==> config.mk <==
export PLATFORM = sky130hd
export DESIGN_NAME = sem_bank
export DESIGN_NICKNAME = d
export VERILOG_FILES = /design/src/rtl/sem_pkg.sv /design/src/rtl/sem_cell.sv /design/src/rtl/sem_irq.sv /design/src/rtl/sem_bank.sv
export SDC_FILE = /design/constraint.sdc
export NUM_CORES = 2
export LEC_CHECK = 0
export BUFFER_PORTS_ARGS = -buffer_cell sky130_fd_sc_hd__buf_2
export CAP_MARGIN = 10
export CORE_MARGIN = 8
export CORE_UTILIZATION = 40
export DETAILED_ROUTE_END_ITERATION = 8
export GPL_ROUTABILITY_DRIVEN = 1
export PLACE_DENSITY_LB_ADDON = 0.25
export SYNTH_ARGS = -nofsm -noshare
export SYNTH_HDL_FRONTEND = slang
export SYNTH_SLANG_ARGS = --single-unit
==> constraint.sdc <==
create_clock -name clk -period 5.1 [get_ports clk]
set_input_delay 0.51 -clock clk [delete_from_list [all_inputs] [get_ports clk]]
set_output_delay 0.51 -clock clk [all_outputs]
set_load 0.02 [all_outputs]
==> src/rtl/sem_pkg.sv <==
package sem_pkg;
   localparam int          WORD_W      = 32;
   localparam int          LOCK_BIT    = 31;
   localparam int          CORE_LSB    = 8;
   localparam int          KEY_LSB     = 16;
   localparam int          KEY_W       = 16;
   localparam logic [7:0]  A_ALIAS     = 8'h20;
   localparam logic [7:0]  A_BULK      = 8'h40;
   localparam logic [7:0]  A_KEY       = 8'h41;
   localparam logic [7:0]  A_CORE      = 8'h48;

   typedef enum logic [1:0] {
      PC_EN  = 2'd0,
      PC_CLR = 2'd1,
      PC_STS = 2'd2,
      PC_RSV = 2'd3
   } pc_reg_e;
endpackage

==> src/rtl/sem_cell.sv <==
module sem_cell #(
   parameter int CORE_W = 4,
   parameter int PROC_W = 8
) (
   input  logic              clk,
   input  logic              rst_n,
   input  logic              lock_wr,
   input  logic              unlock_wr,
   input  logic              rlock_rd,
   input  logic              bulk_clr,
   input  logic [CORE_W-1:0] req_core,
   input  logic [PROC_W-1:0] req_proc,
   input  logic [CORE_W-1:0] bulk_core,
   output logic              locked,
   output logic [CORE_W-1:0] own_core,
   output logic [PROC_W-1:0] own_proc,
   output logic              freed
);
   logic id_match;

   assign id_match = (req_core == own_core) && (req_proc == own_proc);
   assign freed    = locked && ((unlock_wr && id_match) ||
                                (bulk_clr && (bulk_core == own_core)));

   always_ff @(posedge clk or negedge rst_n) begin
      if (!rst_n) begin
         locked   <= 1'b0;
         own_core <= '0;
         own_proc <= '0;
      end else if (!locked && lock_wr) begin
         locked   <= 1'b1;
         own_core <= req_core;
         own_proc <= req_proc;
      end else if (!locked && rlock_rd) begin
         locked   <= 1'b1;
         own_core <= req_core;
         own_proc <= '0;
      end else if (freed) begin
         locked   <= 1'b0;
         own_core <= '0;
         own_proc <= '0;
      end
   end

   AST_RELOCK_KEEPS_OWNER: assert property (@(posedge clk) disable iff (!rst_n)
      locked && lock_wr && !bulk_clr |=> locked && $stable(own_core) && $stable(own_proc));
   AST_FOREIGN_RELEASE_IGNORED: assert property (@(posedge clk) disable iff (!rst_n)
      locked && unlock_wr && !id_match && !bulk_clr |=> locked && $stable(own_core) && $stable(own_proc));
   AST_ALIAS_TAKES_PROC_ZERO: assert property (@(posedge clk) disable iff (!rst_n)
      !locked && rlock_rd && !lock_wr |=> locked && own_proc == '0 && own_core == $past(req_core));
endmodule

==> src/rtl/sem_irq.sv <==
module sem_irq #(
   parameter int NUM_SEM = 32
) (
   input  logic               clk,
   input  logic               rst_n,
   input  logic               en_wr,
   input  logic               clr_wr,
   input  logic [NUM_SEM-1:0] wmask,
   input  logic [NUM_SEM-1:0] freed,
   output logic [NUM_SEM-1:0] en_q,
   output logic [NUM_SEM-1:0] sts_q,
   output logic               irq
);
   logic [NUM_SEM-1:0] set_v;
   logic [NUM_SEM-1:0] clr_v;

   assign set_v = freed & en_q;
   assign clr_v = clr_wr ? wmask : '0;
   assign irq   = |(sts_q & en_q);

   always_ff @(posedge clk or negedge rst_n) begin
      if (!rst_n) begin
         en_q  <= '0;
         sts_q <= '0;
      end else begin
         if (en_wr) en_q <= wmask;
         sts_q <= (sts_q & ~clr_v) | set_v;
      end
   end

   AST_STATUS_ON_FREE: assert property (@(posedge clk) disable iff (!rst_n)
      |set_v |=> (sts_q & $past(set_v)) == $past(set_v));
   AST_CLEAR_TAKES: assert property (@(posedge clk) disable iff (!rst_n)
      clr_wr && ((wmask & set_v) == '0) |=> (sts_q & $past(wmask)) == '0);
endmodule

==> src/rtl/sem_bank.sv <==
module sem_bank #(
   parameter int NUM_SEM  = 32,
   parameter int NUM_CORE = 2,
   parameter int CORE_W   = 4,
   parameter int PROC_W   = 8,
   parameter bit ALIAS_EN = 1'b1
) (
   input  logic                clk,
   input  logic                rst_n,
   input  logic                bus_sel,
   input  logic                bus_wr,
   input  logic [7:0]          bus_addr,
   input  logic [31:0]         bus_wdata,
   input  logic [CORE_W-1:0]   bus_mid,
   output logic [31:0]         bus_rdata,
   output logic [NUM_CORE-1:0] irq
);
   import sem_pkg::*;

   localparam int         IDX_W   = $clog2(NUM_SEM);
   localparam logic [7:0] SEM_LIM = 8'(NUM_SEM);
   localparam logic [5:0] CORE_LIM = 6'(NUM_CORE);

   if (NUM_SEM < 2 || NUM_SEM > 32) begin : g_bad_num_sem
      $error("sem_bank: NUM_SEM must be within 2..32");
   end
   if (NUM_CORE < 1 || NUM_CORE > 45) begin : g_bad_num_core
      $error("sem_bank: NUM_CORE must be within 1..45");
   end
   if (CORE_W < 1 || CORE_W > 8 || PROC_W < 1 || PROC_W > 8) begin : g_bad_id_w
      $error("sem_bank: ID widths must be within 1..8");
   end

   logic              acc_wr, acc_rd;
   logic              in_sem, in_alias, in_core;
   logic [7:0]        alias_off, core_off;
   logic [IDX_W-1:0]  sem_idx, alias_idx;
   logic [5:0]        core_idx;
   pc_reg_e           core_reg;
   logic              bulk_hit;
   logic [KEY_W-1:0]  key_q;
   logic [31:0]       rd_next;

   logic [NUM_SEM-1:0] lock_v, freed_v;
   logic [CORE_W-1:0]  own_core [NUM_SEM];
   logic [PROC_W-1:0]  own_proc [NUM_SEM];
   logic [NUM_SEM-1:0] en_a  [NUM_CORE];
   logic [NUM_SEM-1:0] sts_a [NUM_CORE];

   assign acc_wr    = bus_sel && bus_wr;
   assign acc_rd    = bus_sel && !bus_wr;
   assign in_sem    = bus_addr < SEM_LIM;
   assign sem_idx   = bus_addr[IDX_W-1:0];
   assign alias_off = bus_addr - A_ALIAS;
   assign in_alias  = (bus_addr >= A_ALIAS) && (alias_off < SEM_LIM);
   assign alias_idx = alias_off[IDX_W-1:0];
   assign core_off  = bus_addr - A_CORE;
   assign core_idx  = core_off[7:2];
   assign core_reg  = pc_reg_e'(core_off[1:0]);
   assign in_core   = (bus_addr >= A_CORE) && (core_idx < CORE_LIM);
   assign bulk_hit  = acc_wr && (bus_addr == A_BULK) &&
                      (bus_wdata[KEY_LSB +: KEY_W] == key_q);

   function automatic logic [31:0] sem_word(input logic l, input logic [CORE_W-1:0] c,
                                            input logic [PROC_W-1:0] p);
      logic [31:0] w;
      w = '0;
      w[LOCK_BIT]          = l;
      w[CORE_LSB +: CORE_W] = c;
      w[0 +: PROC_W]       = p;
      return w;
   endfunction

   for (genvar i = 0; i < NUM_SEM; i++) begin : g_sem
      logic hit_w, hit_a;
      assign hit_w = acc_wr && in_sem && (sem_idx == IDX_W'(i));
      if (ALIAS_EN) begin : g_alias
         assign hit_a = acc_rd && in_alias && (alias_idx == IDX_W'(i));
      end else begin : g_no_alias
         assign hit_a = 1'b0;
      end
      sem_cell #(.CORE_W(CORE_W), .PROC_W(PROC_W)) u_cell (
         .clk       (clk),
         .rst_n     (rst_n),
         .lock_wr   (hit_w && bus_wdata[LOCK_BIT]),
         .unlock_wr (hit_w && !bus_wdata[LOCK_BIT]),
         .rlock_rd  (hit_a),
         .bulk_clr  (bulk_hit),
         .req_core  (bus_mid),
         .req_proc  (bus_wdata[PROC_W-1:0]),
         .bulk_core (bus_wdata[CORE_LSB +: CORE_W]),
         .locked    (lock_v[i]),
         .own_core  (own_core[i]),
         .own_proc  (own_proc[i]),
         .freed     (freed_v[i])
      );
   end

   for (genvar k = 0; k < NUM_CORE; k++) begin : g_core
      logic sel_k;
      assign sel_k = acc_wr && in_core && (core_idx == 6'(k));
      sem_irq #(.NUM_SEM(NUM_SEM)) u_irq (
         .clk    (clk),
         .rst_n  (rst_n),
         .en_wr  (sel_k && core_reg == PC_EN),
         .clr_wr (sel_k && core_reg == PC_CLR),
         .wmask  (bus_wdata[NUM_SEM-1:0]),
         .freed  (freed_v),
         .en_q   (en_a[k]),
         .sts_q  (sts_a[k]),
         .irq    (irq[k])
      );
   end

   always_ff @(posedge clk or negedge rst_n) begin
      if (!rst_n)                           key_q <= '0;
      else if (acc_wr && bus_addr == A_KEY) key_q <= bus_wdata[KEY_W-1:0];
   end

   always_comb begin
      rd_next = '0;
      if (in_sem) begin
         rd_next = sem_word(lock_v[sem_idx], own_core[sem_idx], own_proc[sem_idx]);
      end else if (ALIAS_EN && in_alias) begin
         if (lock_v[alias_idx])
            rd_next = sem_word(1'b1, own_core[alias_idx], own_proc[alias_idx]);
         else
            rd_next = sem_word(1'b1, bus_mid, '0);
      end else if (bus_addr == A_KEY) begin
         rd_next[KEY_W-1:0] = key_q;
      end else if (in_core) begin
         for (int k = 0; k < NUM_CORE; k++) begin
            if (core_idx == 6'(k)) begin
               if (core_reg == PC_EN)  rd_next[NUM_SEM-1:0] = en_a[k];
               if (core_reg == PC_STS) rd_next[NUM_SEM-1:0] = sts_a[k];
            end
         end
      end
   end

   always_ff @(posedge clk or negedge rst_n) begin
      if (!rst_n)      bus_rdata <= '0;
      else if (acc_rd) bus_rdata <= rd_next;
   end

   AST_BAD_KEY_NO_RELEASE: assert property (@(posedge clk) disable iff (!rst_n)
      acc_wr && bus_addr == A_BULK && bus_wdata[KEY_LSB +: KEY_W] != key_q
      |=> $stable(lock_v));
   AST_READ_NO_SIDE_EFFECT: assert property (@(posedge clk) disable iff (!rst_n)
      acc_rd && in_sem |=> $stable(lock_v));
endmodule

### Word level (Yosys, flattened, before mapping)

Cells that the tools add are included.

| operators by class | value |
|---|---|
| $add $sub $neg | 2 |
| reduce and logical (&&, ||, !) cells | 440 |
| multiplexer cells | 318 |
| order comparisons | 9 |
| bitwise gates (word level) | 12 |
| eq/ne operators | 164 |

Operator list:

| operator | number |
|---|---|
| $mux 8 | 100 |
| $mux 4 | 100 |
| $mux 32 | 11 |
| $logic_and 1x1->1 | 336 |
| $eq 4x4->1 | 64 |
| $eq 8x8->1 | 32 |
| $and 32x32->32 | 6 |
| $eq 5x5->1 const B | 32 |
| $mux 1 | 98 |
| $reduce_bool 3->1 | 32 |
| $bmux 8 s5 | 2 |
| $eq 5x4->1 const B | 16 |
| $not 32->32 | 2 |
| $or 32x32->32 | 2 |
| $reduce_or 32->1 | 2 |
| $bmux 4 s5 | 2 |
| $eq 5x3->1 const B | 8 |
| $logic_not 1->1 | 34 |
| $logic_or 1x1->1 | 32 |
| $mux 16 | 2 |
| $eq 5x2->1 const B | 4 |
| $eq 16x16->1 | 1 |
| $eq 8x7->1 const B | 2 |
| $lt 8x6->1 const B | 2 |
| 17 further kinds | 23 |

| storage, ports and cells | value |
|---|---|
| output and inout bits | 34 |
| bits of input ports | 48 |
| flip-flop bits (word level) | 592 |

### Depth between registers and ports, before layout

| depth | value |
|---|---|
| depth after elaboration | 12 |
| mapped depth | 12 |
| mapped depth without buffers | 8 |

### Cells and area by module

A second synthesis with hierarchy kept.

| unflattened totals | value |
|---|---|
| cells, all modules | 3792 |
| area, all modules | 40184.8 um2 |

Modules (own cells, without submodules):

| module | area each (um2) | seq. area each (um2) | times used | cells an instance |
|---|---|---|---|---|
| sem_cell | 869.6 | 325.3 | 32 | 85 |
| sem_bank | 7245.7 | 1201.2 | 1 | 696 |
| sem_irq | 2556.2 | 1601.5 | 2 | 188 |

### Least setup slack after synthesis

OpenSTA, ideal clock, no wires.

| timing path | value |
|---|---|
| path kind | input port to flip-flop |
| start | in bus_addr[3] |
| end | reg g_core[0].u_irq.en_q[10] |
| library setup time | 0.125 ns |
| path slack | 2.028 ns |
| required time | 4.975 ns |
| stages on the path | 11 |
| arrival time | 2.947 ns |
| cell sequence | buf_2 > clkbuf_1 > inv_1 > ha_1 > or3_1 > a21oi_2 > o2111ai_4 > or3_1 > buf_2 > buf_6 > mux2_4 |

| between the ends | value |
|---|---|
| word-level cells in the longest chain between the ends | 6 |
| elaborated cells on any way between the ends | 8 |

RTL lines:

| what | RTL line | text |
|---|---|---|
| start: declaration | sem_bank.sv:12 | `input logic [7:0] bus_addr,` |
| $sub 8x7->8 | sem_bank.sv:57 | `assign core_off = bus_addr - A_CORE;` |
| $lt 6x2->1 | sem_bank.sv:60 | `assign in_core = (bus_addr >= A_CORE) && (core_idx < CORE_LIM);` |
| $logic_and 1x1->1 | sem_bank.sv:60 |  |
| $logic_and 1x1->1 | sem_bank.sv:101 | `assign sel_k = acc_wr && in_core && (core_idx == 6'(k));` |
| $logic_and 1x1->1 (*) | sem_bank.sv:101 |  |
| $logic_and 1x1->1 (*) | sem_bank.sv:105 | `.en_wr (sel_k && core_reg == PC_EN),` |
| end signal: assignment | sem_irq.sv:26 | `if (en_wr) en_q <= wmask;` |
| end: declaration | sem_irq.sv:10 | `output logic [NUM_SEM-1:0] en_q,` |

Every way passes the cells marked *; elsewhere a longest branch is shown, timed or not.
A chain may end at the register's enable or synchronous reset.

### Worst setup path after layout

| timing path | value |
|---|---|
| start | reg g_core[1].u_irq.en_q[3] |
| end | out irq[1] |

| between the ends | value |
|---|---|
| word-level cells in the longest chain between the ends | 2 |

RTL lines:

| what | RTL line | text |
|---|---|---|
| start: declaration | sem_irq.sv:10 |  |
| start signal: assignment | sem_irq.sv:26 |  |
| $and 32x32->32 | sem_irq.sv:19 | `assign irq = \|(sts_q & en_q);` |
| $reduce_or 32->1 | sem_irq.sv:19 |  |
| end: declaration | sem_bank.sv:16 | `output logic [NUM_CORE-1:0] irq` |

Every way passes these cells.

==> flow_summary.toml <==
[clock_tree]
cts_max_level = 3
cts.sinks = 592
cts_resized = 0
cts_tree = "built"
cts_buffer_depth = 3
numCtsBuffers = 71
clk_pin_slew_ns = 0.06
cts_root_buf = "clkbuf_16"
clk_latency_ns = 0.64

[detailed_routing]
via_per_inst = 6.02
drtIter0Drc = 3723
vias = 29654
wl_mm = 131
wl_per_cell_um = 26.5
drtAntennaViolNets = 0
firstDrtPassIters = 7
drc = 0

[worst_setup_path]
cpMaxStageDelayCell = "or4_1"
critical_path.max_fanout = 4
path_cells = "a22o_1, a221oi_1, nand3_1, or4_1, buf_2"
cp.arrival_ns = 2.99
max_stage_delay_ns = 0.58
cp.required_ns = 4.59
rr_worst_depth = 7
cp-end-kind = "output port"
crit_type = "flop to output port"
setup.worst_path.start_class = "flop"

[sta]
worstMarginPinSlew_ns = 1.19
fmax_mhz = 286
min_period_over_period = 0.685
rsz0062_at_grt = "no"
min_period_ns = 3.50
tns_ns = 0
slew_viol_final = 0
setup-violations-final = 0
hold_viol = 0
clock_skew_ns = 0.0360
relSlewSlack = 0.203

[power]
power_density_nw_per_um2 = 293
p_switching_mw = 3.10
power_frac_clock = 0.463
swShare = 0.268
peakVddDrop_v = 0.000358
leakagePower_nw = 16.6
finalPower_mw = 11.6
p_seq_frac = 0.435
p_int_mw = 8.45
pwr-share-comb = 0.102

[logic_synthesis]
synthTopCellsByCount = "883 x nand2_1, 592 x dfrtp_1, 398 x o21ai_0, 322 x xor2_1, 207 x xnor2_1"
synth-edff-count = 0
ys_ff_latch = 592
synthTopCellsByArea = "dfrtp_1 42%, nand2_1 9.4%, xor2_1 8.0%, o21ai_0 5.6%, mux4_2 5.6%"
ys.flop_type = "dfrtp_1"
synthesis.area_um2 = 35400
netlist.area_leader.share = 0.418
ys_warn_count = 0
synth_top_area_cell = "dfrtp_1"
syn_nets = 3768
syn_inst = 3715
seq_area_frac_synth = 0.418
synth_area_per_cell_um2 = 9.54
synth.distinct_cells = 68
yosysMostFrequentCell = "nand2_1"
synthArstFlopShare = 1.00

[run_status]
status = "finished clean"

[floorplan]
die_w_um = 314
die_h_um = 314
ios = 82
initial_core_util = 0.402
rows = 109
core_region_area_um2 = 88100
dieArea_um2 = 98300

[min_path]
worstHoldPathCells = 2
hp-class = "input port to flop"

[flow_run]
maxCapViolations = 0

[cells_and_area]
nets = 3757
fin_cells = 4929
drive_above_1_share = 0.153
area_growth_pct = 11.2

[grt]
grt_pass1_vias = 29194
grt_pass1_wl_mm = 196
overflow = 0
track_usage = 0.260
grt_max_degree = 119
antenna_found_initial = 11

[placement]
port_buffers = 81
place_inst = 4795
hpwl_mm = 91.2
gp_congestion = 0.968
[cell families after synthesis]
kind of cell,after synthesis,share of synthesized area
compound gates,715,0.126
xor+xnor,529,0.131
fa+ha+maj,5,0.00177
buf+inv,288,0.0397
flops,592,0.418
mux,270,0.118
simple gates,1316,0.166
[placed cells by master, fill, tap and decap left out, drive strengths merged, types with 9 or more instances in the layout]
cell type / Yosys / layout
a21oi: 25 / 25
nand2: 884 / 884
clkinv: 0 / 16
a22oi: 84 / 84
o21ai: 420 / 420
dfrtp: 592 / 592
inv: 16 / 17
mux2: 132 / 132
nor4: 66 / 66
nand3: 60 / 60
nor3: 124 / 124
or4: 9 / 9
xnor2: 207 / 207
nand4: 72 / 72
or3: 39 / 39
mux4: 88 / 88
a22o: 71 / 71
buf: 124 / 186
and2: 12 / 12
xor2: 322 / 322
a21boi: 32 / 32
mux2i: 50 / 50
clkbuf: 148 / 103
nor2: 26 / 26
a21o: 9 / 9
a31o: 18 / 18
o22ai: 13 / 13
[per-stage QoR]
stage	instance area (µm²)	util	hold WS, ns	setup slack [ns]
CTS	39400	0.447	0.153	1.66
detailed placement	36900	0.419	0.460	1.13
global placement	36900	0.419	0.455	1.27
global route	39400	0.447	0.186	1.52
floorplan	35400	-	0.214	2.03
finish	39400	0.447	0.186	1.60
[final cells by class]
cell class | instances | area, µm²
antenna | 8 | 20.0
clock buffer | 102 | 2110
sequential | 592 | 14800
tap | 1165 | 1460
timing repair buffer | 188 | 1380
fill | 8395 | 48700
clock inverter | 23 | 325
inverter | 16 | 60.1
multi-input combinational | 2835 | 19200
[registers in the layout (all words and copies together), names as in the netlist]
register / flops
g_sem.u_cell.own_proc: 256
g_sem.u_cell.locked: 32
g_core.u_irq.sts_q: 64
g_core.u_irq.en_q: 64
bus_rdata: 32
key_q: 16
g_sem.u_cell.own_core: 128
[routing by layer]
metal / vias up / routed length (µm) / track usage / share of wire
met4: 2 / 5860 / 0.116 / 0.045
met3: 287 / 11900 / 0.0507 / 0.091
met2: 1395 / 58200 / 0.390 / 0.44
met5: - / 13 / 0 / 0.000099
li1: 12964 / - / - / -
met1: 15006 / 54900 / 0.362 / 0.42
[timing repair]
item	CTS	global route
buffers inserted	0	0
hold endpoints to repair	77	0
hold buffers	1	0
[power groups by stage]
stage,sequential [mW],clock (mW),combinational [mW]
3_5_place_dp,5.10,0,1.16
5_1_grt,5.04,5.60,1.26
6_report,5.02,5.35,1.18
2_1_floorplan,5.03,0,0.743
4_1_cts,5.02,5.42,1.17
3_3_place_gp,5.10,0,1.15
[path summary, 6_finish.rpt]
kind	from	endpoint	slack (ns)
worst max-delay path	g_core[1].u_irq.en_q[3]	irq[1]	1.60
worst min-delay path	bus_wdata[13]	g_core[1].u_irq.en_q[13]	0.19
worst max register to register	key_q[12]	g_sem[3].u_cell.own_core[1]	1.84
worst min register to register	bus_rdata[31]	bus_rdata[31]	0.48
max in group asynchronous	rst_n	g_core[1].u_irq.sts_q[28]	3.37
min in group asynchronous	rst_n	g_sem[6].u_cell.own_core[3]	0.52
[worst max-delay path: cells and delay by family (launching register included)]
kind,cells,cell delay (ns)
flops,1,0.48
buf+inv,1,0.19
compound gates,2,0.83
simple gates,2,0.84
Note: power is estimated with default switching activity, not from simulation.
